File: src/rtl/pcd_pkg.sv
// Shared constants and types for the phase-selectable clock divider.
// Assumes eight phase taps per oscillator period; one tick = 45 degrees.
package pcd_pkg;
    localparam int NPH  = 8;
    localparam int PH_W = 3;
    localparam int HALF = NPH / 2;
    typedef logic [PH_W-1:0] ph_t;
endpackage

File: src/rtl/pcd_phase_ring.sv
// Generates the eight oscillator phase taps from the oversampling clock.
// A tick counter walks 0..7 after reset; tap k is high for the half period
// starting at count k, and is masked until its first rise so the taps come
// up strictly in ring order. Assumes a synchronous active-low reset.
module pcd_phase_ring
    import pcd_pkg::*;
(
    input  logic           clk,
    input  logic           rst_n,
    output ph_t            ph_o,
    output logic [NPH-1:0] tap_o
);
    logic           act;
    ph_t            ph;
    logic [NPH-1:0] seen;

    // Tick counter: parks at the last phase in reset so tick 0 follows release.
    always_ff @(posedge clk) begin
        if (!rst_n) begin
            act <= 1'b0;
            ph  <= ph_t'(NPH - 1);
        end else begin
            act <= 1'b1;
            ph  <= ph + ph_t'(1);
        end
    end

    // Start mask: records that each tap has had its first rising edge.
    always_ff @(posedge clk) begin
        if (!rst_n) begin
            seen <= '0;
        end else begin
            for (int k = 0; k < NPH; k++) begin
                if (act && ph == ph_t'(k)) seen[k] <= 1'b1;
            end
        end
    end

    // Tap decode: high during the half period that begins at its own index.
    always_comb begin
        for (int k = 0; k < NPH; k++) begin
            tap_o[k] = act && (seen[k] || ph == ph_t'(k))
                       && (ph_t'(ph - ph_t'(k)) < ph_t'(HALF));
        end
    end

    assign ph_o = ph;

    AST_PH_STEP: assert property (@(posedge clk) disable iff (!rst_n)
        act |=> ph == ph_t'($past(ph) + ph_t'(1))) else $error("phase step");

    AST_TAP_HALF: assert property (@(posedge clk) disable iff (!rst_n)
        (&seen) |-> $countones(tap_o) == HALF) else $error("tap count");

    for (genvar k = 1; k < NPH; k++) begin : g_order
        AST_TAP_ORDER: assert property (@(posedge clk) disable iff (!rst_n)
            $rose(tap_o[k]) |-> tap_o[k-1]) else $error("tap order");
    end
endmodule

File: src/rtl/pcd_out_channel.sv
// One output channel: selects a phase tap, waits a whole number of
// oscillator cycles, then divides the tap by an integer ratio. Counters
// advance on the tick before each cycle boundary of the selected tap, so
// the state is current when the tap rises. Configuration is latched only
// while reset is held; ratio 0 behaves as ratio 1.
module pcd_out_channel
    import pcd_pkg::*;
#(
    parameter int DIV_W = 8,
    parameter int DLY_W = 6
) (
    input  logic             clk,
    input  logic             rst_n,
    input  ph_t              ph_i,
    input  logic [NPH-1:0]   tap_i,
    input  ph_t              sel_i,
    input  logic [DIV_W-1:0] div_i,
    input  logic [DLY_W-1:0] dly_i,
    output logic             clk_o
);
    localparam logic [DIV_W-1:0] DIV_ONE = DIV_W'(1);
    localparam logic [DLY_W-1:0] DLY_ONE = DLY_W'(1);

    ph_t              sel_q;
    logic [DIV_W-1:0] div_q;
    logic [DIV_W-1:0] ncnt;
    logic [DIV_W-1:0] hi;
    logic [DLY_W-1:0] dleft;
    logic             go;
    logic             one;
    logic             pre;

    assign one = (div_q <= DIV_ONE);
    assign hi  = (div_q >> 1) + DIV_W'(div_q[0]);
    assign pre = (ph_i == ph_t'(sel_q - ph_t'(1)));

    // Configuration capture: follows the inputs only while reset is low.
    always_ff @(posedge clk) begin
        if (!rst_n) begin
            sel_q <= sel_i;
            div_q <= div_i;
        end
    end

    // Delay and divide counters, stepped once per oscillator cycle of the tap.
    always_ff @(posedge clk) begin
        if (!rst_n) begin
            go    <= 1'b0;
            dleft <= dly_i;
            ncnt  <= '0;
        end else if (pre) begin
            if (!go) begin
                if (dleft == '0) go <= 1'b1;
                else             dleft <= dleft - DLY_ONE;
                ncnt <= '0;
            end else if (one || ncnt >= div_q - DIV_ONE) begin
                ncnt <= '0;
            end else begin
                ncnt <= ncnt + DIV_ONE;
            end
        end
    end

    // Output decode: tap pass-through at ratio 1, else high for the first hi cycles.
    always_comb begin
        clk_o = go && (one ? tap_i[sel_q] : (ncnt < hi));
    end

    AST_RISE_ON_TAP: assert property (@(posedge clk) disable iff (!rst_n)
        $rose(clk_o) |-> $rose(tap_i[sel_q])) else $error("rise off tap");

    AST_NCNT_RANGE: assert property (@(posedge clk) disable iff (!rst_n)
        !one |-> ncnt < div_q) else $error("count range");

    AST_FALL_ON_BOUNDARY: assert property (@(posedge clk) disable iff (!rst_n)
        ($fell(clk_o) && !one) |-> ph_i == sel_q) else $error("fall off boundary");

    AST_HOLD_IN_DELAY: assert property (@(posedge clk) disable iff (!rst_n)
        (dleft != '0) |-> !clk_o) else $error("early output");
endmodule

File: src/rtl/phase_clk_divider.sv
// Top level: one phase ring feeding NCH identical output channels.
// Assumes configuration is stable while rst_n is low for at least one tick.
module phase_clk_divider
    import pcd_pkg::*;
#(
    parameter int NCH   = 4,
    parameter int DIV_W = 8,
    parameter int DLY_W = 6
) (
    input  logic                 clk_os,
    input  logic                 rst_n,
    input  logic [NCH*PH_W-1:0]  cfg_tap,
    input  logic [NCH*DIV_W-1:0] cfg_div,
    input  logic [NCH*DLY_W-1:0] cfg_dly,
    output logic [NPH-1:0]       phase_tap_o,
    output logic [NCH-1:0]       clk_out
);
    ph_t ph;

    pcd_phase_ring u_ring (
        .clk   (clk_os),
        .rst_n (rst_n),
        .ph_o  (ph),
        .tap_o (phase_tap_o)
    );

    for (genvar c = 0; c < NCH; c++) begin : g_ch
        pcd_out_channel #(.DIV_W(DIV_W), .DLY_W(DLY_W)) u_ch (
            .clk   (clk_os),
            .rst_n (rst_n),
            .ph_i  (ph),
            .tap_i (phase_tap_o),
            .sel_i (cfg_tap[c*PH_W +: PH_W]),
            .div_i (cfg_div[c*DIV_W +: DIV_W]),
            .dly_i (cfg_dly[c*DLY_W +: DLY_W]),
            .clk_o (clk_out[c])
        );
    end

    AST_IDLE_IN_RESET: assert property (@(posedge clk_os)
        (!rst_n && $past(!rst_n)) |-> (clk_out == '0 && phase_tap_o == '0))
        else $error("active in reset");
endmodule

File: config.mk
export PLATFORM = sky130hd
export DESIGN_NAME = phase_clk_divider
export DESIGN_NICKNAME = d
export VERILOG_FILES = /design/src/rtl/pcd_pkg.sv /design/src/rtl/pcd_phase_ring.sv /design/src/rtl/pcd_out_channel.sv /design/src/rtl/phase_clk_divider.sv
export SDC_FILE = /design/constraint.sdc
export NUM_CORES = 1
export LEC_CHECK = 0
export BUFFER_PORTS_ARGS = -buffer_cell sky130_fd_sc_hd__buf_4
export CORE_UTILIZATION = 60
export CTS_BUF_LIST = sky130_fd_sc_hd__clkbuf_4 sky130_fd_sc_hd__clkbuf_8 sky130_fd_sc_hd__clkbuf_16
export DETAILED_ROUTE_END_ITERATION = 8
export PLACE_DENSITY = 0.88
export SKIP_LAST_GASP = 1
export SYNTH_ARGS = -nofsm -noshare
export SYNTH_HDL_FRONTEND = slang
export SYNTH_SLANG_ARGS = --single-unit
File: constraint.sdc
create_clock -name clk_os -period 4.3 [get_ports clk_os]
set_input_delay 0 -clock clk_os [delete_from_list [all_inputs] [get_ports clk_os]]
set_output_delay 0 -clock clk_os [all_outputs]
set_load 0.01 [all_outputs]
* Word-level counts from Yosys, hierarchy flattened *
Cells that the tools add are included.

operators by class
  $add $sub $neg = 28
  multiplexer cells = 45
  $lt $le $gt $ge = 24
  reduce and logical (&&, ||, !) cells = 49
  eq/ne operators = 23

operators with widths
  cell                   number
  $mux W6                16
  $mux W8                8
  $add A7 B1 Y8          4
  $add A8 B1 Y8 const B  4
  $ge A8 B8 Y1           4
  $le A8 B1 Y1 const B   4
  $lt A8 B8 Y1           4
  $sub A8 B1 Y8 const B  4
  $logic_and A1 B1 Y1    28
  $logic_not A6 Y1       4
  $lt A3 B3 Y1 const B   8
  $sub A6 B1 Y6 const B  4
  $mux W1                17
  $lt A3 B4 Y1 const B   4
  $ne A2 B2 Y1 const B   8
  $sub A3 B1 Y3 const B  5
  $bmux W1 S3            4
  $eq A3 B3 Y1           4
  $eq A3 B3 Y1 const B   4
  $logic_or A1 B1 Y1     12
  $reduce_and A3 Y1      4
  $sub A3 B3 Y3 const B  4
  $ne A2 B1 Y1 const B   4
  $eq A3 B2 Y1 const B   2
  4 further kinds        5

word-level totals
  bits in registers = 116
  bits of input ports = 70

* Logic depth before layout (Yosys ltp) *
Gate-level depths: netlist of the first run.

  word-level depth = 8
  gate-level depth with buffers = 12
  depth with buffers taken out = 12

* Modules after synthesis *
A second synthesis of the first run with hierarchy kept.

second synthesis, totals
  cells, all modules = 787
  area, all modules = 8167.8 um^2

modules (own cells, without submodules)
  module                              instances  area an instance (um^2)  cells an instance  sequential area each (um^2)
  pcd_out_channel (g_ch[1].u_ch ...)  2          1885.6                   179                690.7
  pcd_out_channel (g_ch[0].u_ch ...)  2          1878.1                   181                690.7
  pcd_phase_ring                      1          640.6                    67                 240.2

* Least setup slack after synthesis of the first run *
Ideal clock, no wire load.

  path type = reg-to-reg
  start point = reg g_ch[0].u_ch.div_q[2]
  end point = reg g_ch[0].u_ch.ncnt[5]
  period minus slack after synthesis = 2886 ps
  setup time = 70 ps
  arrival time = 2816 ps
  path buffers = 0
  stages on the path, launching flop included = 10
  setup slack = 1414 ps
  cells stage by stage = edfxtp_1 -> or4_4 -> nor4_1 -> xnor2_1 -> ha_1 -> and3_1 -> a2111o_1 -> a311oi_1 -> a21oi_2 -> a21oi_1

on the way
  word-level cells in the longest chain between the ends = 5
  elaborated cells on any way between the ends = 6

RTL lines
  item                      RTL line               text
  start: declaration        pcd_out_channel.sv:25  logic [DIV_W-1:0] div_q;
  start signal: assignment  pcd_out_channel.sv:41  div_q <= div_i;
  $sub A8 B1 Y8             pcd_out_channel.sv:56  end else if (one || ncnt >= div_q - DIV_ONE) begin
  $ge A8 B8 Y1              pcd_out_channel.sv:56
  $logic_or A1 B1 Y1 *      pcd_out_channel.sv:56
  $mux W8 *                 pcd_out_channel.sv:56
  $mux W8 *                 pcd_out_channel.sv:52  if (!go) begin
  end signal: assignment    pcd_out_channel.sv:59  ncnt <= ncnt + DIV_ONE;
  end: declaration          pcd_out_channel.sv:26  logic [DIV_W-1:0] ncnt;

Every way passes the cells marked *; elsewhere a longest branch is shown, timed or not.
A chain may end at the register's enable or synchronous reset.

* Worst setup path in the final report of the first run *
  start point = reg g_ch[0].u_ch.div_q[2]
  end point = reg g_ch[0].u_ch.ncnt[7]

Same word-level chain as after synthesis.

==> qor.txt, run 1 <==
status - complete, no violations
Top FF cell, synth - edfxtp_1
largest net degree at the start of global routing - 63
final worst-path cycle share - 74.7%
Detail Route Antenna Nets - 0
Fin Hold WS - 0.0762 ns
initial antenna violation count - 1
clk slew on worst S/H paths - 0.05 ns
Avg WL per Cell - 16.0 um
CP Capture Type - flip-flop
worst skew pair latency - 0.42 ns
Final Cell Area - 9750 um^2
most common cell in the synthesized netlist - ha_1
vias per cell - 5.64
H-tree depth - 4
minimum clock period - 3.21 ns
Post-Synthesis Cell Area - 7800 um^2
CTS Sinks - 116
DRT Pass-1 Iters - 5
setup TNS - 0 ns
LEAKAGE - 4.14 nW
critical path type - flip-flop to flip-flop
Yosys cell types - 55
Post-Place Cells - 1,009
GPL Wtd Cong - 0.847
largest cells by area after synthesis - edfxtp_1 (26%), ha_1 (16%), dfxtp_1 (12%)
first-pass GRT wire length - 29,100 um
dpl ws - 1.14 ns
maximum VDD drop - 0.308 mV
area added between synthesis and finish - 25.0%
reg-to-reg startpoint - g_ch[0].u_ch.div_q[2]
fin. max-slew vios - 0
# rows - 41
post-synthesis average cell area - 9.97 um^2
post-detail-place hpwl - 11,300 um
GRT Total Usage - 28.0%
die area - 13,500 um^2
synth cell count leaders - ha_1 (101), nor2_1 (80), edfxtp_1 (68)
final non-filler cell total - 1,111
cells on worst reg2reg path - 9
RSZ-0062 raised after global routing - no
post-route setup slack - 1.09 ns
Least-Margin Pin Slew - 0.925 ns
crit start category - flip-flop
CTS Hold Bufs - 68
Fin. Hold Viols - 0
Setup Buffers After CTS - 0
drt drc - 0
Worst EP arrival - 3.55 ns
yosys warns - 0
clock root cell - clkbuf_16
share of the yosys chip area belonging to registers - 38.5%
layout cells sized above 1 - 15.5%
CTS buffer count - 17
Crit path required time - 4.64 ns
Worst Hold End - u_ring.act
drt initial violations - 395
RR Endpoint - g_ch[0].u_ch.ncnt[7]
Pwr per Cell Area - 342 nW/um^2
IO buf count - 81
crit-path max FO - 7
Mapped Nets - 953
Initial Utilization - 61.5%
number of global-route vias before repair - 6,345
Synth top area share - 26.2%
setup slack, reg-to-reg - 1.09 ns
worst-case clock buffer depth - 2
Synth async-reset ratio - 0%
Routed WL - 17,800 um
max cap viols - 0
Ports - 82
core area - 12,700 um^2
Fmax - 0.311 GHz
Final nets - 1,095
Worst Hold Class - primary input to flip-flop
hold path depth - 1
number of synthesized flops with an enable pin - 68
min-delay src - rst_n
Gates resized, CTS repair - 0
Mapped Cells - 782
vias - 6,271
Clock Skew - 0.00830 ns
area leader, netlist - edfxtp_1
Die W - 116 um
CTS tree - yes
slew margin rel. - 37.8%
Congestion Overflow GR - 0
die extent in y - 116 um
placed cell areas - 8490 um^2
setup violators final - 0
FF+latch count, synth - 116
## worst max-delay path: stages (launching register included)
cell      delay (ns)
edfxtp_1        0.50
or4_4           0.59
nor4_1          0.26
xnor2_1         0.17
ha_1            0.25
and3_1          0.18
a2111o_1        0.40
a311oi_1        0.47
a21oi_2         0.14
nor2_1          0.16
## cells in the final DEF (no fill, tap or decap), drive strengths merged, types with 3 or more instances in the layout
cell type and n:
xnor2 60, xor2 36, nor3 21, edfxtp 68, nor2 80, nor3b 6
nor2b 6, buf 84, o21ai 25, nand3b 3, o31ai 6, nand2 45
dfxtp 48, inv 45, and2 3, a211oi 3, ha 101, dlygate4sd3 68
mux2i 4, or3 7, nand4 15, o211a 4, clkinv 8, mux2 4
and3 7, or4 4, clkbuf 21, nand3 38, o22ai 4, mux4 8
o21a 3, a21oi 47, nand2b 10, nor4 10, a21o 17
## area by class of cell
type / instances / area [um^2]
repair buffers: 152 / 1310
well taps: 172 / 215
clock inverters: 11 / 111
diodes: 2 / 5.00
multi-input cells: 592 / 4470
fillers: 797 / 2920
inverters: 45 / 169
flip-flops and latches: 116 / 3000
clock buffers: 21 / 462
## stage by stage
step	util [%]	power, mW
2_1_floorplan	-	1.76
3_3_place_gp	67.0	1.89
3_5_place_dp	67.0	1.92
4_1_cts	76.9	3.34
5_1_grt	76.9	3.48
6_report	76.9	3.34
## logic make-up (layout without fill, tap and decap cells)
kind of cell	count (synthesis)	in the layout	share of synthesized area, %
AND/OR/NAND/NOR	261	261	17.3
AO/OA/AOI/OAI	118	118	9.68
flip-flops	116	116	38.5
adder cells (fa/ha/maj)	101	101	16.2
XOR/XNOR	96	96	10.8
buffers and inverters	74	229	4.12
multiplexers	16	16	3.40
other	0	2	0
## metal layers
metal	wire (um)	vias up	track usage, %
met5	0	-	0
met3	903	37	7.01
met4	365	0	10.3
met1	7610	2950	32.6
li1	-	3072	-
met2	8880	212	49.8
## how the worst max path moves through the flow
| stage | end | slack [ns] | cells after the start | start |
|---|---|---|---|---|
| floorplan | g_ch[0].u_ch.ncnt[5] | 1.41 | 9 | g_ch[0].u_ch.div_q[2] |
| global placement | g_ch[0].u_ch.ncnt[5] | 1.25 | 9 | g_ch[0].u_ch.div_q[2] |
| detailed placement | g_ch[0].u_ch.ncnt[5] | 1.14 | 9 | g_ch[0].u_ch.div_q[2] |
| CTS | g_ch[0].u_ch.ncnt[7] | 1.12 | 9 | g_ch[0].u_ch.div_q[2] |
| global route | g_ch[0].u_ch.ncnt[3] | 0.87 | 9 | g_ch[0].u_ch.div_q[2] |
| finish | g_ch[0].u_ch.ncnt[7] | 1.09 | 9 | g_ch[0].u_ch.div_q[2] |
## sequential cells by signal, indices dropped and copies added, names as in the netlist
name             count
g_ch.u_ch.dleft     24
u_ring.seen          8
u_ring.ph_o          3
g_ch.u_ch.go         4
u_ring.act           1
g_ch.u_ch.sel_q     12
g_ch.u_ch.div_q     32
g_ch.u_ch.ncnt      32
## power by group
part	internal, mW	total, mW	switching (mW)
clock	0.878	1.37	0.493
sequential	1.28	1.38	0.100
combinational	0.294	0.590	0.296
total	2.45	3.34	0.890
Power figures use the tool's default switching activity.
==> run 2, diff against run 1 <==
Settings changed: ABC_AREA set to 1.
Clock period 4.3 ns to 3.01 ns, I/O delays scaled along.
==> run 2 against run 1 <==
First-iteration DRC count rose by 42%. Clock power rose by 38%. Largest cell class unchanged. Sequential share of layout area is 1.7 points lower. Critical path type is now flip-flop to output pin. Sequential cell count unchanged. Worst setup slack lost 0.75 ns. Cell count grew 27%. Utilization up 0.13 points. Synthesized cell count grew 37%. Die area up 6.7%. Power up 45%. Combinational power is 71% higher.
==> qor.txt, run 2 <==
status - complete, no violations (unchanged)
met2 Resource Use GR - 51.1% (was 49.8%)
die area - 14,400 um^2 (was 13,500 um^2)
Avg WL per Cell - 14.3 um (was 16.0 um)
maximum VDD drop - 0.492 mV (was 0.308 mV)
Reg area - 3000 um^2 (unchanged)
most common cell in the synthesized netlist - nand2_1 (was ha_1)
# rows - 42 (was 41)
Final nets - 1,396 (was 1,095)
slew margin rel. - 62.7% (was 37.8%)
GPL Wtd Cong - 0.880 (was 0.847)
Largest regs - g_ch.u_ch.div_q: 32 flops, g_ch.u_ch.ncnt: 32 flops, g_ch.u_ch.dleft: 24 flops (unchanged)
min-delay src - cfg_div[20] (was rst_n)
GR Util met3 - 5.94% (was 7.01%)
Clock Skew - 0.00713 ns (was 0.00830 ns)
Crit. Startpoint - g_ch[1].u_ch.div_q[1] (was g_ch[0].u_ch.div_q[2])
fill cell count - 939 (was 797)
LEAKAGE - 4.86 nW (was 4.14 nW)
final non-filler cell total - 1,414 (was 1,111)
crit start category - flip-flop (unchanged)
Gate power share - 20.8% (was 17.7%)
CP Capture Type - output pin (was flip-flop)
Crit path required time - 3.01 ns (was 4.64 ns)
CP max-delay cell - edfxtp_1 (was or4_4)
Least-Margin Pin Slew - 0.559 ns (was 0.925 ns)
Mapped Cells - 1,071 (was 782)
Initial Utilization - 62.1% (was 61.5%)
crit-path max FO - 3 (was 7)
setup slack, reg-to-reg - 0.59 ns (was 1.09 ns)
cells on worst reg2reg path - 15 (was 9)
total power - 4.85 mW (was 3.34 mW)
drt drc - 0 (unchanged)
Top FF cell, synth - edfxtp_1 (unchanged)
number of global-route vias before repair - 7,370 (was 6,345)
die extent in y - 120 um (was 116 um)
initial antenna violation count - 0 (was 1)
vias - 7,522 (was 6,271)
RSZ-0062 raised after global routing - no (unchanged)
Synth top area share - 24.5% (was 26.2%)
Fin Hold WS - 0.294 ns (was 0.0762 ns)
first-pass GRT wire length - 33,200 um (was 29,100 um)
Worst Hold End - g_ch[2].u_ch.div_q[4] (was u_ring.act)
number of synthesized flops with an enable pin - 68 (unchanged)
Post-Synthesis Cell Area - 8330 um^2 (was 7800 um^2)
layout cells sized above 1 - 12.8% (was 15.5%)
met1 Use GR - 35.0% (was 32.6%)
Fmax - 0.374 GHz
worst-case clock buffer depth - 2 (unchanged)
hold path depth - 2 (was 1)
vias per cell - 5.32 (was 5.64)
CP max stage delay - 0.41 ns (was 0.59 ns)
most frequent cells in the layout - nand2_1 (265), inv_1 (138), nor2_1 (122) (was ha_1 (101), buf_4 (84), nor2_1 (80))
Routed WL - 20,200 um (was 17,800 um)
H-tree depth - 4 (unchanged)
layer with the highest usage - met2 (unchanged)
CTS Sinks - 116 (unchanged)
commonest non-fill, non-tap cell in the layout - nand2_1 (was ha_1)
Internal Power - 3.45 mW (was 2.45 mW)
Pwr per Cell Area - 470 nW/um^2 (was 342 nW/um^2)
yosys warns - 0 (unchanged)
fin. max-slew vios - 0 (unchanged)
n_diodes - 0 (was 2)
GRT Total Usage - 29.4% (was 28.0%)
most repeated library cell on the critical path - ha_1
post-detail-place hpwl - 13,200 um (was 11,300 um)
Gates resized, CTS repair - 0 (unchanged)
Net Sw Frac - 28.9% (was 26.7%)
reg-to-reg startpoint - g_ch[3].u_ch.div_q[0] (was g_ch[0].u_ch.div_q[2])
P_sw - 1.40 mW (was 0.890 mW)
critical path cell sequence - ha_1 -> ha_1 -> nand3_1 -> nor3_1 -> xor2_1 -> ha_1 -> nand2_1 -> nor2_1 -> a211oi_1 -> a21oi_1 -> nor2_1 -> buf_4 (was or4_4 -> nor4_1 -> xnor2_1 -> ha_1 -> and3_1 -> a2111o_1 -> a311oi_1 -> a21oi_2 -> nor2_1)
Die W - 120 um (was 116 um)
core area - 13,400 um^2 (was 12,700 um^2)
drt initial violations - 562 (was 395)
area added between synthesis and finish - 24.0% (was 25.0%)
CTS tree - yes (unchanged)
Reg power frac - 40.2% (was 41.3%)
Synth async-reset ratio - 0% (unchanged)
worst skew pair latency - 0.42 ns (about the same)
area leader, netlist - edfxtp_1 (unchanged)
Ports - 82 (unchanged)
largest cells by area after synthesis - edfxtp_1 (25%), ha_1 (15%), nand2_1 (12%) (was edfxtp_1 (26%), ha_1 (16%), dfxtp_1 (12%))
clock root cell - clkbuf_16 (unchanged)
clk slew on worst S/H paths - 0.05 ns (about the same)
RR Endpoint - g_ch[3].u_ch.ncnt[2] (was g_ch[0].u_ch.ncnt[7])
Worst EP arrival - 2.68 ns (was 3.55 ns)
Clock Power Share - 39.0% (was 41.1%)
Congestion Overflow GR - 0 (unchanged)
Post-Place Cells - 1,313 (was 1,009)
synth cell count leaders - nand2_1 (265), inv_1 (138), nor2_1 (122) (was ha_1 (101), nor2_1 (80), edfxtp_1 (68))
Fin. Hold Viols - 0 (unchanged)
setup violators final - 0 (unchanged)
Core Util, Final - 77.1% (was 76.9%)
max cap viols - 0 (unchanged)
IO buf count - 81 (unchanged)
post-synthesis average cell area - 7.77 um^2 (was 9.97 um^2)
Worst Hold Class - primary input to flip-flop (unchanged)
largest net degree at the start of global routing - 48 (was 63)
Mapped Nets - 1,242 (was 953)
multi-input logic area - 4620 um^2 (was 4470 um^2)
final worst-path cycle share - 88.9%
setup TNS - 0 ns (unchanged)
share of the yosys chip area belonging to registers - 36.1% (was 38.5%)
FF+latch count, synth - 116 (unchanged)
critical path type - flip-flop to output pin (was flip-flop to flip-flop)
Detail Route Antenna Nets - 0 (unchanged)
minimum clock period - 2.68 ns
CTS buffer count - 17 (unchanged)
Yosys cell types - 46 (was 55)
DRT Pass-1 Iters - 5 (unchanged)
-- run 2: cell type report --
type | instances | area share, %
inverters | 149 | 5.51
well taps | 176 | 2.13
clock buffers | 27 | 5.14
multi-input cells | 783 | 44.7
clock inverters | 5 | 0.242
flip-flops and latches | 116 | 29.1
repair buffers | 158 | 13.2
-- run 2: worst max path at each step --
stage,endpoint,slack [ns],cells after the start
after floorplan,g_ch[1].u_ch.dleft[0],0.83,6
after global placement,g_ch[1].u_ch.ncnt[5],0.78,14
after detailed placement,g_ch[1].u_ch.ncnt[3],0.68,14
after CTS,clk_out[3],0.34,15
after global routing,clk_out[1],0.11,12
final,clk_out[1],0.33,12
-- run 2: cells by family after synthesis --
logic type	count (synthesis)	synth area share, %
AND/OR/NAND/NOR	505	25.6
AO/OA/AOI/OAI	113	7.66
buffers and inverters	172	8.44
flip-flops	116	36.1
XOR/XNOR	64	7.00
adder cells (fa/ha/maj)	101	15.2
-- run 2: routing by layer --
metal	wire length [um]	vias to the layer above
met2	9870	267
met1	8460	3419
met5	0	-
met3	1230	56
met4	611	0
li1	-	3780
-- run 2: worst max-delay path: cells and delay by family (launching register included) --
family,cells,cell delay (ns)
compound gates,2,0.27
xor+xnor,1,0.17
fa+ha+maj,3,0.68
buf+inv,1,0.12
flops,1,0.41
simple gates,5,0.61
-- run 2: power groups by stage --
stage	combinational, mW	clock [mW]	sequential, mW
floorplan	0.669	0	1.94
global placement	0.860	0	1.97
detailed placement	0.891	0	1.97
CTS	0.985	1.90	1.94
global route	1.13	1.98	1.96
finish	1.01	1.89	1.95
-- run 2: stage by stage --
stage | setup slack, ns | cell area [um^2]
2_1_floorplan | 0.834 | 8330
3_3_place_gp | 0.777 | 9080
3_5_place_dp | 0.681 | 9080
4_1_cts | 0.342 | 10300
5_1_grt | 0.106 | 10300
6_report | 0.335 | 10300
-- run 2: repair_timing --
item / CTS / global route
hold endpoints to repair: 73 / 0
hold buffers: 69 / 0
setup buffers: 0 / 0
==> run 3, diff against run 2 <==
Settings changed: ABC_AREA 1 to unset, CTS_BUF_LIST sky130_fd_sc_hd__clkbuf_4 sky130_fd_sc_hd__clkbuf_8 sky130_fd_sc_hd__clkbuf_16 to sky130_fd_sc_hd__clkbuf_4, SKIP_CTS_REPAIR_TIMING set to 1.
==> run 3 against run 2 <==
Die area is 6.3% lower. Routed wire length is 13% lower. Worst setup slack got worse by 0.26 ns. Sequential power hardly changed. Non-clock buffer count up 33.
==> qor.txt, run 3 (same netlist as run 1, synthesis figures left out) <==
die extent in y - 116 um (was 120 um)
CP Capture Type - output pin (unchanged)
Fin. Hold Viols - 0 (unchanged)
critical path cell sequence - ha_4 -> ha_2 -> nand2_1 -> xor2_2 -> ha_1 -> nor2b_1 -> o21ai_0 -> nor4bb_2 -> o21ai_1 -> o21ai_0 -> buf_4 (was ha_1 -> ha_1 -> nand3_1 -> nor3_1 -> xor2_1 -> ha_1 -> nand2_1 -> nor2_1 -> a211oi_1 -> a21oi_1 -> nor2_1 -> buf_4)
Pwr per Cell Area - 410 nW/um^2 (was 470 nW/um^2)
Fmax - 0.340 GHz (was 0.374 GHz)
GPL Wtd Cong - 0.872 (was 0.880)
Worst Hold Class - primary input to flip-flop (unchanged)
CTS Sinks - 116 (unchanged)
first-pass GRT wire length - 25,700 um (was 33,200 um)
Crit. Startpoint - g_ch[2].u_ch.div_q[1] (was g_ch[1].u_ch.div_q[1])
dpl ws - 0.0933 ns (was 0.681 ns)
fin. max-slew vios - 0 (unchanged)
worst skew pair latency - 0.55 ns (was 0.42 ns)
H-tree depth - 4 (unchanged)
Congestion Overflow GR - 0 (unchanged)
clk slew on worst S/H paths - 0.11 ns (was 0.05 ns)
placed cell areas - 8610 um^2 (was 9080 um^2)
min-delay src - cfg_tap[1] (was cfg_div[20])
fill cell count - 754 (was 939)
Ports - 82 (unchanged)
CP max stage delay - 0.50 ns (was 0.41 ns)
most frequent cells in the layout - buf_4 (122), ha_1 (95), nor2_1 (80) (was nand2_1 (265), inv_1 (138), nor2_1 (122))
Final nets - 1,134 (was 1,396)
Largest regs - g_ch.u_ch.div_q: 32 flops, g_ch.u_ch.ncnt: 32 flops, g_ch.u_ch.dleft: 24 flops (unchanged)
Avg WL per Cell - 15.3 um (was 14.3 um)
area added between synthesis and finish - 26.9% (was 24.0%)
Detail Route Antenna Nets - 0 (unchanged)
LEAKAGE - 4.20 nW (was 4.86 nW)
minimum clock period - 2.94 ns (was 2.68 ns)
setup violators final - 0 (unchanged)
largest net degree at the start of global routing - 62 (was 48)
most repeated library cell on the critical path - o21ai_0 (was ha_1)
Die W - 116 um (was 120 um)
slew margin rel. - 55.7% (was 62.7%)
Least-Margin Pin Slew - 0.659 ns (was 0.559 ns)
Worst EP arrival - 2.94 ns (was 2.68 ns)
crit-path max FO - 5 (was 3)
commonest non-fill, non-tap cell in the layout - buf_4 (was nand2_1)
layout cells sized above 1 - 20.9% (was 12.8%)
Clock Skew - 0.0135 ns (was 0.00713 ns)
worst-case clock buffer depth - 2 (unchanged)
Initial Utilization - 61.5% (was 62.1%)
post-detail-place hpwl - 11,600 um (was 13,200 um)
Final Cell Area - 9890 um^2 (was 10,300 um^2)
Fin Hold WS - 0.161 ns (was 0.294 ns)
IO buf count - 81 (unchanged)
CTS buffer count - 17 (unchanged)
vias per cell - 5.45 (was 5.32)
vias - 6,272 (was 7,522)
RSZ-0062 raised after global routing - yes (was no)
initial antenna violation count - 0 (unchanged)
number of global-route vias before repair - 5,639 (was 7,370)
crit start category - flip-flop (unchanged)
critical path type - flip-flop to output pin (unchanged)
status - complete, no violations (unchanged)
CTS tree - yes (unchanged)
DRT Pass-1 Iters - 5 (unchanged)
die area - 13,500 um^2 (was 14,400 um^2)
Reg area - 3010 um^2 (was 3000 um^2)
reg-to-reg startpoint - g_ch[0].u_ch.div_q[2] (was g_ch[3].u_ch.div_q[0])
total power - 4.06 mW (was 4.85 mW)
maximum VDD drop - 0.471 mV (was 0.492 mV)
Crit path required time - 3.01 ns (about the same)
clock root cell - clkbuf_4 (was clkbuf_16)
drt initial violations - 416 (was 562)
Routed WL - 17,600 um (was 20,200 um)
# rows - 41 (was 42)
final worst-path cycle share - 97.6% (was 88.9%)
core area - 12,700 um^2 (was 13,400 um^2)
GRT Total Usage - 24.6% (was 29.4%)
drt drc - 0 (unchanged)
multi-input logic area - 4600 um^2 (was 4620 um^2)
max cap viols - 0 (unchanged)
CP max-delay cell - edfxtp_1 (unchanged)
setup TNS - 0 ns (unchanged)
post-route setup slack - 0.0711 ns (was 0.335 ns)
-- run 3: cell types whose count changed in the layout (fill, tap and decap cells not counted), sizes merged, moves of 30 or more --
cell	before	now
nand2	271	45
inv	147	46
nor2	126	80
xnor2	22	60
buf	89	122
nand3	68	38
-- run 3: per-layer routing --
layer | up-vias | GRT usage, % | share of wire, % | wire length (um)
met3 | 19 | 5.13 | 4.0 | 699
met5 | - | 0 | 0 | 0
met4 | 0 | 8.55 | 1.1 | 193
met1 | 2953 | 31.5 | 44 | 7780
met2 | 146 | 41.4 | 51 | 8900
li1 | 3154 | - | - | -
-- run 3: stage by stage --
step	utilization [%]	cells
after floorplan	-	782
after global placement	68.0	1025
after detailed placement	68.0	1025
after CTS	70.2	1057
after global routing	78.0	1148
final	78.1	1150
-- run 3: path summary, 6_finish.rpt --
path         slack (ns)  depth (start not counted)                     to
max                0.07                         11             clk_out[2]
min                0.16                          2  g_ch[0].u_ch.sel_q[1]
max reg2reg        0.08                         10   g_ch[0].u_ch.ncnt[5]
min reg2reg        0.47                          1         u_ring.ph_o[0]
-- run 3: worst max-delay path, delay by kind of cell, from the launching register on --
kind | cells | cell delay (ns)
flip-flops | 1 | 0.50
XOR/XNOR | 1 | 0.16
buffers and inverters | 1 | 0.15
AND/OR/NAND/NOR | 3 | 0.51
AO/OA/AOI/OAI | 3 | 0.39
adder cells (fa/ha/maj) | 3 | 0.68
-- run 3: area by class of cell --
class / count / area share (%)
clock inverter: 12 / 1.38
antenna: 2 / 0.0506
inverter: 45 / 1.71
sequential: 116 / 30.4
multi-input combinational: 592 / 46.5
clock buffer: 20 / 1.52
timing repair buffer: 191 / 16.2
tap: 172 / 2.18
-- run 3: report_power, final --
part	switching [mW]	internal, mW	leakage, nW	total [mW]
clock network	0.590	0.592	0.170	1.18
logic	0.455	0.476	2.98	0.931
registers	0.129	1.82	1.05	1.95
